<file path="src/rtl/lin_bem_pkg.sv">
package lin_bem_pkg;

    typedef enum logic [1:0] {
        MODE_IDLE  = 2'd0,
        MODE_BREAK = 2'd1,
        MODE_DATA  = 2'd2,
        MODE_RECV  = 2'd3
    } bem_mode_e;

    typedef struct packed {
        logic bit_err;
        logic byte_done;
        logic next_vld;
        logic next_rx;
    } bem_out_t;

    localparam bem_out_t BEM_OUT_NONE = '{bit_err: 1'b0, byte_done: 1'b0,
                                          next_vld: 1'b0, next_rx: 1'b0};

    function automatic logic is_driving(bem_mode_e m);
        return (m == MODE_BREAK) || (m == MODE_DATA);
    endfunction

    function automatic logic can_start(bem_mode_e m);
        return (m == MODE_IDLE) || (m == MODE_RECV);
    endfunction

    function automatic int unsigned max_u(int unsigned a, int unsigned b);
        return (a > b) ? a : b;
    endfunction

endpackage

</file>
<file path="src/rtl/lin_bem_phase.sv">
module lin_bem_phase #(
    parameter int unsigned OS  = 8,
    parameter int unsigned SMP = 3
) (
    input  logic clk,
    input  logic rst,
    input  logic restart,
    input  logic tick,
    output logic smp_stb,
    output logic end_stb
);
    localparam int unsigned PH_W = (OS > 1) ? $clog2(OS) : 1;
    localparam logic [PH_W-1:0] PH_SMP  = PH_W'(SMP);
    localparam logic [PH_W-1:0] PH_LAST = PH_W'(OS - 1);

    logic [PH_W-1:0] ph_q;

    always_ff @(posedge clk) begin
        if (rst || restart) begin
            ph_q <= '0;
        end else if (tick) begin
            ph_q <= (ph_q == PH_LAST) ? '0 : ph_q + 1'b1;
        end
    end

    assign smp_stb = tick && (ph_q == PH_SMP);
    assign end_stb = tick && (ph_q == PH_LAST);

endmodule

</file>
<file path="src/rtl/lin_bem_bitcnt.sv">
module lin_bem_bitcnt #(
    parameter int unsigned CNT_W = 4
) (
    input  logic             clk,
    input  logic             rst,
    input  logic             load,
    input  logic [CNT_W-1:0] load_val,
    input  logic             dec,
    output logic [CNT_W-1:0] cnt,
    output logic             final_bit
);
    logic [CNT_W-1:0] cnt_q;

    always_ff @(posedge clk) begin
        if (rst) begin
            cnt_q <= '0;
        end else if (load) begin
            cnt_q <= load_val;
        end else if (dec && (cnt_q != '0)) begin
            cnt_q <= cnt_q - 1'b1;
        end
    end

    assign cnt       = cnt_q;
    assign final_bit = (cnt_q == CNT_W'(1));

endmodule

</file>
<file path="src/rtl/lin_readback_mon.sv">
module lin_readback_mon
    import lin_bem_pkg::*;
#(
    parameter int unsigned OS        = 8,
    parameter int unsigned SMP       = 3,
    parameter int unsigned BRK_BITS  = 14,
    parameter int unsigned BYTE_BITS = 10,
    parameter int unsigned PEND_W    = 4
) (
    input  logic              clk,
    input  logic              rst,
    input  logic              tick_i,
    input  logic              brk_start_i,
    input  logic              tx_i,
    input  logic              rx_i,
    input  logic              last_byte_i,
    input  logic [PEND_W-1:0] rx_pending_i,
    output logic              bit_err_o,
    output logic              byte_done_o,
    output logic              next_vld_o,
    output logic              next_rx_o
);
    localparam int unsigned CNT_MAX = max_u(BRK_BITS, BYTE_BITS);
    localparam int unsigned CNT_W   = $clog2(CNT_MAX + 1);
    localparam logic [CNT_W-1:0] LD_BRK  = CNT_W'(BRK_BITS);
    localparam logic [CNT_W-1:0] LD_BYTE = CNT_W'(BYTE_BITS);

    bem_mode_e        state_q, state_d;
    bem_out_t         out_q, out_d;
    logic             smp_stb, end_stb, ph_restart;
    logic             cnt_load, cnt_dec, final_bit;
    logic [CNT_W-1:0] cnt_ld_val, cnt_val;
    logic             monitoring, mismatch, field_end;

    lin_bem_phase #(.OS(OS), .SMP(SMP)) u_phase (
        .clk     (clk),
        .rst     (rst),
        .restart (ph_restart),
        .tick    (tick_i),
        .smp_stb (smp_stb),
        .end_stb (end_stb)
    );

    lin_bem_bitcnt #(.CNT_W(CNT_W)) u_bitcnt (
        .clk       (clk),
        .rst       (rst),
        .load      (cnt_load),
        .load_val  (cnt_ld_val),
        .dec       (cnt_dec),
        .cnt       (cnt_val),
        .final_bit (final_bit)
    );

    assign monitoring = is_driving(state_q);
    assign mismatch   = monitoring && smp_stb && (tx_i != rx_i);
    assign field_end  = monitoring && end_stb && final_bit;

    always_comb begin
        state_d    = state_q;
        out_d      = BEM_OUT_NONE;
        ph_restart = 1'b0;
        cnt_load   = 1'b0;
        cnt_ld_val = LD_BYTE;
        cnt_dec    = 1'b0;
        if (brk_start_i && can_start(state_q)) begin
            state_d    = MODE_BREAK;
            ph_restart = 1'b1;
            cnt_load   = 1'b1;
            cnt_ld_val = LD_BRK;
        end else if (mismatch) begin
            state_d       = MODE_IDLE;
            out_d.bit_err = 1'b1;
        end else if (field_end) begin
            if (state_q == MODE_BREAK) begin
                state_d  = MODE_DATA;
                cnt_load = 1'b1;
            end else begin
                out_d.byte_done = 1'b1;
                if (last_byte_i) begin
                    out_d.next_vld = 1'b1;
                    out_d.next_rx  = (rx_pending_i != '0);
                    state_d        = (rx_pending_i != '0) ? MODE_RECV : MODE_IDLE;
                end else begin
                    cnt_load = 1'b1;
                end
            end
        end else if (monitoring && end_stb) begin
            cnt_dec = 1'b1;
        end
    end

    always_ff @(posedge clk) begin
        if (rst) begin
            state_q <= MODE_IDLE;
            out_q   <= BEM_OUT_NONE;
        end else begin
            state_q <= state_d;
            out_q   <= out_d;
        end
    end

    assign bit_err_o   = out_q.bit_err;
    assign byte_done_o = out_q.byte_done;
    assign next_vld_o  = out_q.next_vld;
    assign next_rx_o   = out_q.next_rx;

    AST_ERR_PULSE: assert property (@(posedge clk) disable iff (rst)
        bit_err_o |=> !bit_err_o);

    AST_ERR_NOT_WITH_DONE: assert property (@(posedge clk) disable iff (rst)
        bit_err_o |-> !byte_done_o);

    AST_ERR_FROM_DRIVING: assert property (@(posedge clk) disable iff (rst)
        bit_err_o |-> ($past(state_q) == MODE_BREAK || $past(state_q) == MODE_DATA));

    AST_BITCNT_RANGE: assert property (@(posedge clk) disable iff (rst)
        (state_q == MODE_DATA) |-> (cnt_val != '0 && cnt_val <= LD_BYTE));

    AST_NEXT_WITH_DONE: assert property (@(posedge clk) disable iff (rst)
        next_vld_o |-> byte_done_o);

    AST_RX_NEEDS_VLD: assert property (@(posedge clk) disable iff (rst)
        next_rx_o |-> next_vld_o);

    AST_RECV_AFTER_RX: assert property (@(posedge clk) disable iff (rst)
        next_rx_o |-> (state_q == MODE_RECV));

endmodule

</file>
<file path="config.mk">
export PLATFORM = sky130hd
export DESIGN_NAME = lin_readback_mon
export DESIGN_NICKNAME = d
export VERILOG_FILES = /design/src/rtl/lin_bem_pkg.sv /design/src/rtl/lin_bem_phase.sv /design/src/rtl/lin_bem_bitcnt.sv /design/src/rtl/lin_readback_mon.sv
export SDC_FILE = /design/constraint.sdc
export NUM_CORES = 1
export LEC_CHECK = 0
export ABC_CLOCK_PERIOD_IN_PS = 3800
export BUFFER_PORTS_ARGS = -buffer_cell sky130_fd_sc_hd__buf_2
export CORE_MARGIN = 3
export CORE_UTILIZATION = 45
export DETAILED_ROUTE_END_ITERATION = 16
export PLACE_DENSITY = 0.68
export SYNTH_ARGS = -nofsm -noshare
export SYNTH_HDL_FRONTEND = slang
export SYNTH_SLANG_ARGS = --single-unit
export TNS_END_PERCENT = 5
</file>
<file path="constraint.sdc">
create_clock -name clk -period 3.8 [get_ports clk]
set_clock_uncertainty 0.15 [all_clocks]
set_input_delay 0.19 -clock clk [delete_from_list [all_inputs] [get_ports clk]]
set_output_delay 0.19 -clock clk [all_outputs]
set_load 0.03 [all_outputs]
</file>
# Yosys cells after proc, flatten, opt, wreduce, memory -nomap -nowiden
# Index checks and enable logic that the tools add are counted.
[totals]
ff_bits = 13
elab_cells = 67
inputBits = 11
[op_classes]
add_sub_neg = 2
bitwise = 2
n_reduce_logical = 25
eq_ne = 7
n_mux = 23
[ops]
columns = ["operator", "count"]
rows = [
  ["2-to-1 mux 1 bit", 14],
  ["nonzero test 4 bit", 3],
  ["2-to-1 mux 3 bit", 3],
  ["logical AND 1 bit", 8],
  ["2-to-1 mux 2 bit", 4],
  ["2-to-1 mux 4 bit", 2],
  ["OR reduction 6 bit", 1],
  ["OR reduction 5 bit", 1],
  ["equality test 2 bit (second input constant)", 2],
  ["equality test 4 x 1 -> 1 bit (second input constant)", 1],
  ["AND reduction 2 bit", 2],
  ["nonzero test 2 bit", 2],
  ["OR reduction 4 bit", 1],
  ["subtractor 4 x 1 -> 4 bit (second input constant)", 1],
  ["adder 3 x 1 -> 3 bit (second input constant)", 1],
  ["equality test 3 x 2 -> 1 bit (second input constant)", 1],
  ["equality test 3 bit (second input constant)", 1],
  ["logical OR 1 bit", 3],
  ["nonzero test 3 bit", 1],
  ["OR reduction 3 bit", 1],
  ["equality test 2 x 1 -> 1 bit (second input constant)", 1],
  ["logical NOT 2 bit", 1],
  ["inverter 1 bit", 2],
  ["OR reduction 2 bit", 1],
  ["inequality test 1 bit", 1],
]

# Longest topological paths before layout
# Gate-level depths: netlist of the first run.
[logic_depth]
word_depth = 10
depth_mapped = 6
depth_no_buf = 6

# Modules after synthesis
# From an unflattened synthesis of the first run, not the netlist that was laid out.
[hier_totals]
hier_cells = 84
hier_area_um2 = 750.7
[modules_own_cells]
columns = ["module", "seq_area_each_um2", "area_per_inst_um2", "n_inst", "cells_each"]
rows = [
  ["lin_readback_mon", 120.1, 295.3, 1, 35],
  ["lin_bem_bitcnt", 80.1, 286.5, 1, 33],
  ["lin_bem_phase", 60.1, 168.9, 1, 16],
]

# Worst setup path after synthesis of the first run
# No wires, ideal clock.
[synth_timing]
path_type = "register -> register"
start = "reg u_bitcnt.cnt_q[0], in the netlist u_bitcnt.cnt[0]"
end = "reg u_bitcnt.cnt_q[1], in the netlist u_bitcnt.cnt[1]"
t_arrival_ns = 1.584
synth_period_minus_slack_ns = 1.804
path_stages_with_launch = 7
slack_ns = 1.996
setup_ns = 0.070
n_path_buf = 0
cell_sequence = "dfxtp_1 > inv_1 > ha_1 > or2_4 > a221oi_4 > mux2_1 > a21oi_1"
[synth_between]
elab_chain_len = 7
word_cells_on_any_way = 14
classes_between = "1 x add/sub; 1 x eq/ne; 8 x mux; 4 x reduce/logical"
[synth_lines]
columns = ["element", "line", "text"]
rows = [
  ["start, declared", "lin_bem_bitcnt.sv:12", "logic [CNT_W-1:0] cnt_q;"],
  ["start signal, assigned", "lin_bem_bitcnt.sv:18", "cnt_q <= load_val;"],
  ["start signal, assigned", "lin_bem_bitcnt.sv:20", "cnt_q <= cnt_q - 1'b1;"],
  ["equality test 4 x 1 -> 1 bit", "lin_bem_bitcnt.sv:25", "assign final_bit = (cnt_q == CNT_W'(1));"],
  ["logical AND 1 bit", "lin_readback_mon.sv:56", "assign field_end = monitoring && end_stb && final_bit;"],
  ["2-to-1 mux 1 bit", "lin_readback_mon.sv:73", "end else if (field_end) begin"],
  ["2-to-1 mux 1 bit", "lin_readback_mon.sv:70", "end else if (mismatch) begin"],
  ["2-to-1 mux 1 bit", "lin_readback_mon.sv:65", "if (brk_start_i && can_start(state_q)) begin"],
  ["logical AND 1 bit", "lin_bem_bitcnt.sv:19", "end else if (dec && (cnt_q != '0)) begin"],
  ["nonzero test 2 bit (no line)", "--", ""],
]
# Several ways; a longest one is shown, not always the timed one. The select of a mux whose other input is x is not followed.
# A chain may end at the register's enable or synchronous reset.

# Worst setup path after layout of the first run
[layout_timing]
start = "reg u_bitcnt.cnt_q[1], in the netlist u_bitcnt.cnt[1]"
end = "reg u_bitcnt.cnt_q[1], in the netlist u_bitcnt.cnt[1]"
# The elaborated chain is that of the path after synthesis.

==> results of run 1 <==
-- sequential cells by signal (all words and copies together) (netlist names) --
register and count:
bit_err_o 1, byte_done_o 1, next_vld_o 1, u_bitcnt.cnt 4
next_rx_o 1, state_q 2, u_phase.ph_q 3
-- critical path, stage by stage, from the launching register on --
cell and delay, ns:
dfxtp_1 0.35, inv_1 0.07, ha_1 0.25, or2_4 0.29
a221oi_4 0.29, mux2_1 0.34, a21oi_1 0.13
-- path summary, 6_finish.rpt --
check	startpoint	endpoint	slack [ns]	depth (start not counted)
max	u_bitcnt.cnt[1]	u_bitcnt.cnt[1]	1.86	6
min	rst	u_bitcnt.cnt[1]	0.04	2
max reg2reg	u_bitcnt.cnt[1]	u_bitcnt.cnt[1]	1.86	6
min reg2reg	u_phase.ph_q[2]	u_phase.ph_q[2]	0.36	2
-- cells in the final DEF, fill, tap and decap left out, drive strengths merged, types with 2 or more instances in the layout --
master  instances
a211oi          2
ha              6
buf            14
clkbuf          3
a21oi           3
nand3           2
nor4            3
a31oi           2
inv             6
nand2b          3
nor2            7
nand2           3
dfxtp          13
and2            2
nor3            2
-- final cells by class --
| class | count | area share |
|---|---|---|
| tap | 15 | 0.0226 |
| clock buffer | 3 | 0.0271 |
| multi-input combinational | 54 | 0.520 |
| inverter | 6 | 0.0271 |
| timing repair buffer | 14 | 0.0842 |
| sequential | 13 | 0.313 |
| clock inverter | 1 | 0.00602 |
-- cells in the mapped netlist (2+ instances only) --
| master | n |
|---|---|
| a211oi_1 | 2 |
| a21oi_1 | 2 |
| a31oi_1 | 2 |
| and2_1 | 2 |
| dfxtp_1 | 13 |
| ha_1 | 6 |
| inv_1 | 6 |
| nand2_1 | 3 |
| nand2b_1 | 3 |
| nand3_1 | 2 |
| nor2_1 | 6 |
| nor3_1 | 2 |
| nor4_1 | 2 |
-- report_power, final --
group          internal (uW)  leakage (uW)  switching (uW)
Combinational           20.6      0.000235            24.6
Clock                   38.9     0.0000177            46.7
Sequential               142      0.000106            5.47
Total                    202      0.000359            76.8
-- layer usage --
metal | vias up | share of wire
met5 | - | 0
met4 | 0 | 0.012
met3 | 2 | 0.031
met2 | 7 | 0.48
met1 | 276 | 0.48
li1 | 304 | -
-- per-stage QoR --
step            util  setup WS, ns  hold slack, ns  cell area [um2]
2_1_floorplan      -          2.00           0.240              724
3_3_place_gp   0.575          1.91           0.326              805
3_5_place_dp   0.575          1.88           0.331              805
4_1_cts        0.595          1.86          0.0338              832
5_1_grt        0.595          1.73          0.0506              832
6_report       0.595          1.86          0.0442              832
-- cells by family (layout without fill, tap and decap cells) --
family,count (synthesis),count (layout),share of synthesized area
and+or+nand+nor,29,29,0.245
AOI/OAI and AO/OA,15,15,0.185
DFF,13,13,0.359
buffers and inverters,8,24,0.0432
adders and majority gates,6,6,0.104
xor gates and xnor gates,2,2,0.0346
muxes,2,2,0.0294
==> metrics.md, run 1 <==
| Metric | Value |
|---|---|
| Gr busiest metal | `met2` |
| Worst Path Required | `3.86 ns` |
| Port bufs | `14` |
| Core Area | `1400 um2` |
| PD cells | `335 nW/um2` |
| Worst hold path class | `input port to register` |
| Max Slew Vio Count | `0` |
| Largest net degree at the start of global routing | `10` |
| Global Route Usage Sum | `0.151` |
| Setup violators final | `0` |
| CTS tree | `done` |
| Number of synthesized flops with an enable pin | `0` |
| Fillers | `130` |
| Period Utilization, post-route | `0.510` |
| H-tree Lvls | `1` |
| Fin crit period | `a little under 2 ns` |
| WS Path Type | `register to register` |
| Drt initial violations | `15` |
| Chip Width | `roughly 46 um` |
| Synth top area cells | `dfxtp_1, ha_1, a221oi_4` |
| Max FO, Critical Path | `5` |
| Final wirelength | `between 1000 and 1500 um` |
| Final ANT Viol Nets | `0` |
| Unique masters post-synth | `37` |
| Final GP Congestion | `0.748` |
| Syn Inst Count | `75` |
| Sink Count | `13` |
| Final Hold Fails | `0` |
| CP arrival | `2.00 ns` |
| Syn_nets | `about 90` |
| Worst Setup End Kind | `register` |
| FF+latch area | `between 200 and 300 um2` |
| Multi-input logic area | `roughly 430 um2` |
| Max-cap viol count | `0` |
| Run status | `completed` |
| Number of synthesized register bits | `13` |
| Yosys top cell area share | `0.359` |
| Sequential cell area fraction in the yosys report | `0.359` |
| Post_cts resized | `0` |
| CP Launch Type | `register` |
| # Post-CTS Setup Buffers | `0` |
| DRC viols | `0` |
| Layout Nets | `between 100 and 150` |
| Slew of the pin with the lowest slew margin | `roughly 0.35 ns` |
| ANT cells | `0` |
| Met1 Track Usage GR | `0.196` |
| Routing usage on met2 | `0.217` |
| Area grow syn2layout | `14.9%` |
| Peak VDD IR | `approximately 210 uV` |
| Cts hold-fix bufs | `0` |
| Drt wl/cell | `~13 um` |
| Initial antenna violation count | `0` |
| Worst-Skew Late Latency | `~0.27 ns` |
| Cell Area, Synth | `between 700 and 800 um2` |
| Setup_tns | `0 ns` |
| Fin cells | `between 100 and 150` |
| Longest Clk Path Bufs | `2` |
| Total congestion overflow | `0` |
| Ports | `15` |
| RSZ-0062 raised after global routing | `no` |
| YS warnings | `0` |
| DP Cell Count | `between 100 and 150` |
| Dpl hpwl | `1110 um` |
| Synth area leader | `dfxtp_1` |
| Die footprint | `~2100 um2` |
| Via count | `about 600` |
| Overall Power | `between 200 and 300 uW` |
| Synth async-reset ratio | `0` |
| Pre-antenna DRT Iters | `4` |
| Vias in the first global route | `~500` |
| CTS buffer count | `3` |
| Share of cells above drive strength 1 | `0.286` |
| First-pass GRT wire length | `~2200 um` |
| M3 GR Usage | `0.0469` |
| Max_slew headroom | `0.765` |
| Synthesized area per cell | `9.66 um2` |
| LEAKAGE | `approximately 0.00036 uW` |
| Initial core utilization | `0.518` |
| Die height | `46.1 um` |
| Vias per cell | `around 5.6` |
| FMAX | `a little over 0.5 GHz` |
| Clock Pin Slew Worst Setup and Hold Paths | `~0.09 ns` |
| Cell Rows | `13` |
| Root buffer selected by CTS | `clkbuf_4` |
| Top FF cell, synth | `dfxtp_1` |
No activity file was read; power rests on OpenSTA's default activity.
==> run 2: changes to the inputs <==
- ABC_CLOCK_PERIOD_IN_PS: 3800 -> 1800
- clock period: 3.8 -> 1.8 ns (I/O delays scaled with it)
==> run 2 against run 1 <==
Net effect: global-route usage up 3.3 points; sequential power increased by 110%; combinational power rose to 2.8 times the previous value; utilization grew 14 points; first-iteration DRC count fell by 60%; routed wire length up 28%; final area grew 23%; die area stayed put; critical path depth unchanged; largest cell class unchanged.
==> metrics.md, run 2 (synthesis results as in run 1) <==
| Metric | Value |
|---|---|
| CTS buffer count | `3` |
| Root buffer selected by CTS | `clkbuf_4` |
| Area grow syn2layout | `40.9%` |
| Vias in the first global route | `654` |
| Fin cells | `roughly 120` |
| Commonest non-fill, non-tap cell in the layout | `buf_2` |
| Fin area | `a little over 1000 um2` |
| PD cells | `~600 nW/um2` |
| CP delay by family, top | `flip-flops` |
| Max Slew Vio Count | `0` |
| Chip Width | `roughly 46 um` |
| CP arrival | `1.84 ns` |
| LEAKAGE | `0.000428 uW` |
| Initial antenna violation count | `0` |
| Layout Nets | `~120` |
| Fin crit period | `1.76 ns` |
| Sink Count | `13` |
| Buf/Inv on CP | `1` |
| Max reg flops | `4` |
| Fillers | `113` |
| Max FO, Critical Path | `4` |
| Final wirelength | `1750 um` |
| Pre-antenna DRT Iters | `3` |
| First-pass GRT wire length | `about 2700 um` |
| Area after DPL | `877 um2` |
| Die height | `approximately 46 um` |
| CP peak stage delay | `0.37 ns` |
| FMAX | `~0.57 GHz` |
| Clock Pin Slew Worst Setup and Hold Paths | `roughly 0.08 ns` |
| DRC viols | `0` |
| CP max stage cell | `dfxtp_2` |
| Initial core utilization | `0.518` |
| Vias per cell | `~5.5` |
| Cell Rows | `13` |
| Final GP Congestion | `between 0.7 and 0.8` |
| CTS tree | `done` |
| RSZ-0062 raised after global routing | `yes` |
| Core Area | `about 1400 um2` |
| Drt initial violations | `6` |
| Slew of the pin with the lowest slew margin | `around 0.34 ns` |
| Max_slew headroom | `0.773` |
| Via count | `roughly 670` |
| Final ANT Viol Nets | `0` |
| Largest net degree at the start of global routing | `10` |
| Worst R2R Setup Slack | `about 0.035 ns` |
| CP cell instances | `inv_1 > ha_1 > or2_4 > a221oi_4 > mux2_4 > a21oi_2` |
| Max-cap viol count | `0` |
| Share of cells above drive strength 1 | `0.453` |
| Ports | `15` |
| Period Utilization, post-route | `0.980` |
| Longest Clk Path Bufs | `2` |
| Worst Path Required | `1.88 ns` |
| ANT cells | `0` |
| DP Cell Count | `111` |
| Peak VDD IR | `426 uV` |
| Worst-Skew Late Latency | `0.28 ns` |
| Most frequent cells in the layout | `buf_2, buf_4, dfxtp_1` |
| Global Route Usage Sum | `0.184` |
| Drt wl/cell | `14.4 um` |
| Port bufs | `14` |
| CP Launch Type | `register` |
| H-tree Lvls | `1` |
| Total congestion overflow | `0` |
| Die footprint | `2130 um2` |
| Final Hold Fails | `0` |
| Run status | `completed` |
| Worst hold path class | `input port to register` |
| Setup violators final | `0` |
| Dpl hpwl | `~1200 um` |
| Worst Setup End Kind | `register` |
| WS Path Type | `register to register` |
run 2: cell types whose count changed in the layout (fill, tap and decap cells not counted), sizes merged:
cell | before | now
clkbuf | 3 | 4
buf | 14 | 24
clkinv | 1 | 0
dlygate4sd3 | 0 | 5
run 2: metrics by stage:
stage                     hold WS, ns  power, uW  setup WS (ns)  TNS (ns)  utilization
after global placement          0.233        420        0.00924         0        0.627
after floorplan                 0.140        388        0.00952         0            -
final                          0.0277        628         0.0353         0        0.730
after detailed placement        0.239        423        -0.0183   -0.0183        0.627
after global routing           0.0275        666        -0.0438   -0.0674        0.730
after CTS                     -0.0841        618        -0.0294   -0.0294        0.689
run 2: timing repair:
action / 4_1_cts / 5_1_grt
endpoints found under the hold margin: 6 / 4
setup endpoints to repair: 1 / 7
setup buffers: 1 / 0
resized for setup: 3 / 10
hold buffers: 4 / 1
pin swaps: 0 / 3
run 2: power by group:
group,switching [uW],internal [uW]
clock,102,86.3
combinational,62.1,62.6
sequential,13.9,301
run 2: path summary, 6_finish.rpt:
kind / from / cells past startpoint / endpoint
worst max-delay path: u_bitcnt.cnt[0] / 6 / u_bitcnt.cnt[1]
worst min-delay path: brk_start_i / 3 / state_q[0]
worst max register to register: u_bitcnt.cnt[0] / 6 / u_bitcnt.cnt[1]
worst min register to register: u_phase.ph_q[1] / 2 / u_phase.ph_q[1]
run 2: area by class of cell:
class                   count  area, um2  area share
repair buffers             29        195       0.191
flip-flops and latches     13        267       0.261
inverters                   6       22.5      0.0221
multi-input cells          54        492       0.482
clock buffers               4       26.3      0.0257
well taps                  15       18.8      0.0184
run 2: routing by layer:
layer  GRT usage  routed length, um  up-vias  part of all wire
met4      0.0795                 27        0             0.015
met1       0.202                727      318              0.42
met3      0.0625                 84        5             0.048
met2       0.316                908       11              0.52
met5           0                  0        -                 0
li1            -                  -      335                 -
run 2: tightest hold or removal path, stage by stage:
cell	delay, ns
buf_2	0.10
nand2_1	0.12
o22ai_1	0.11
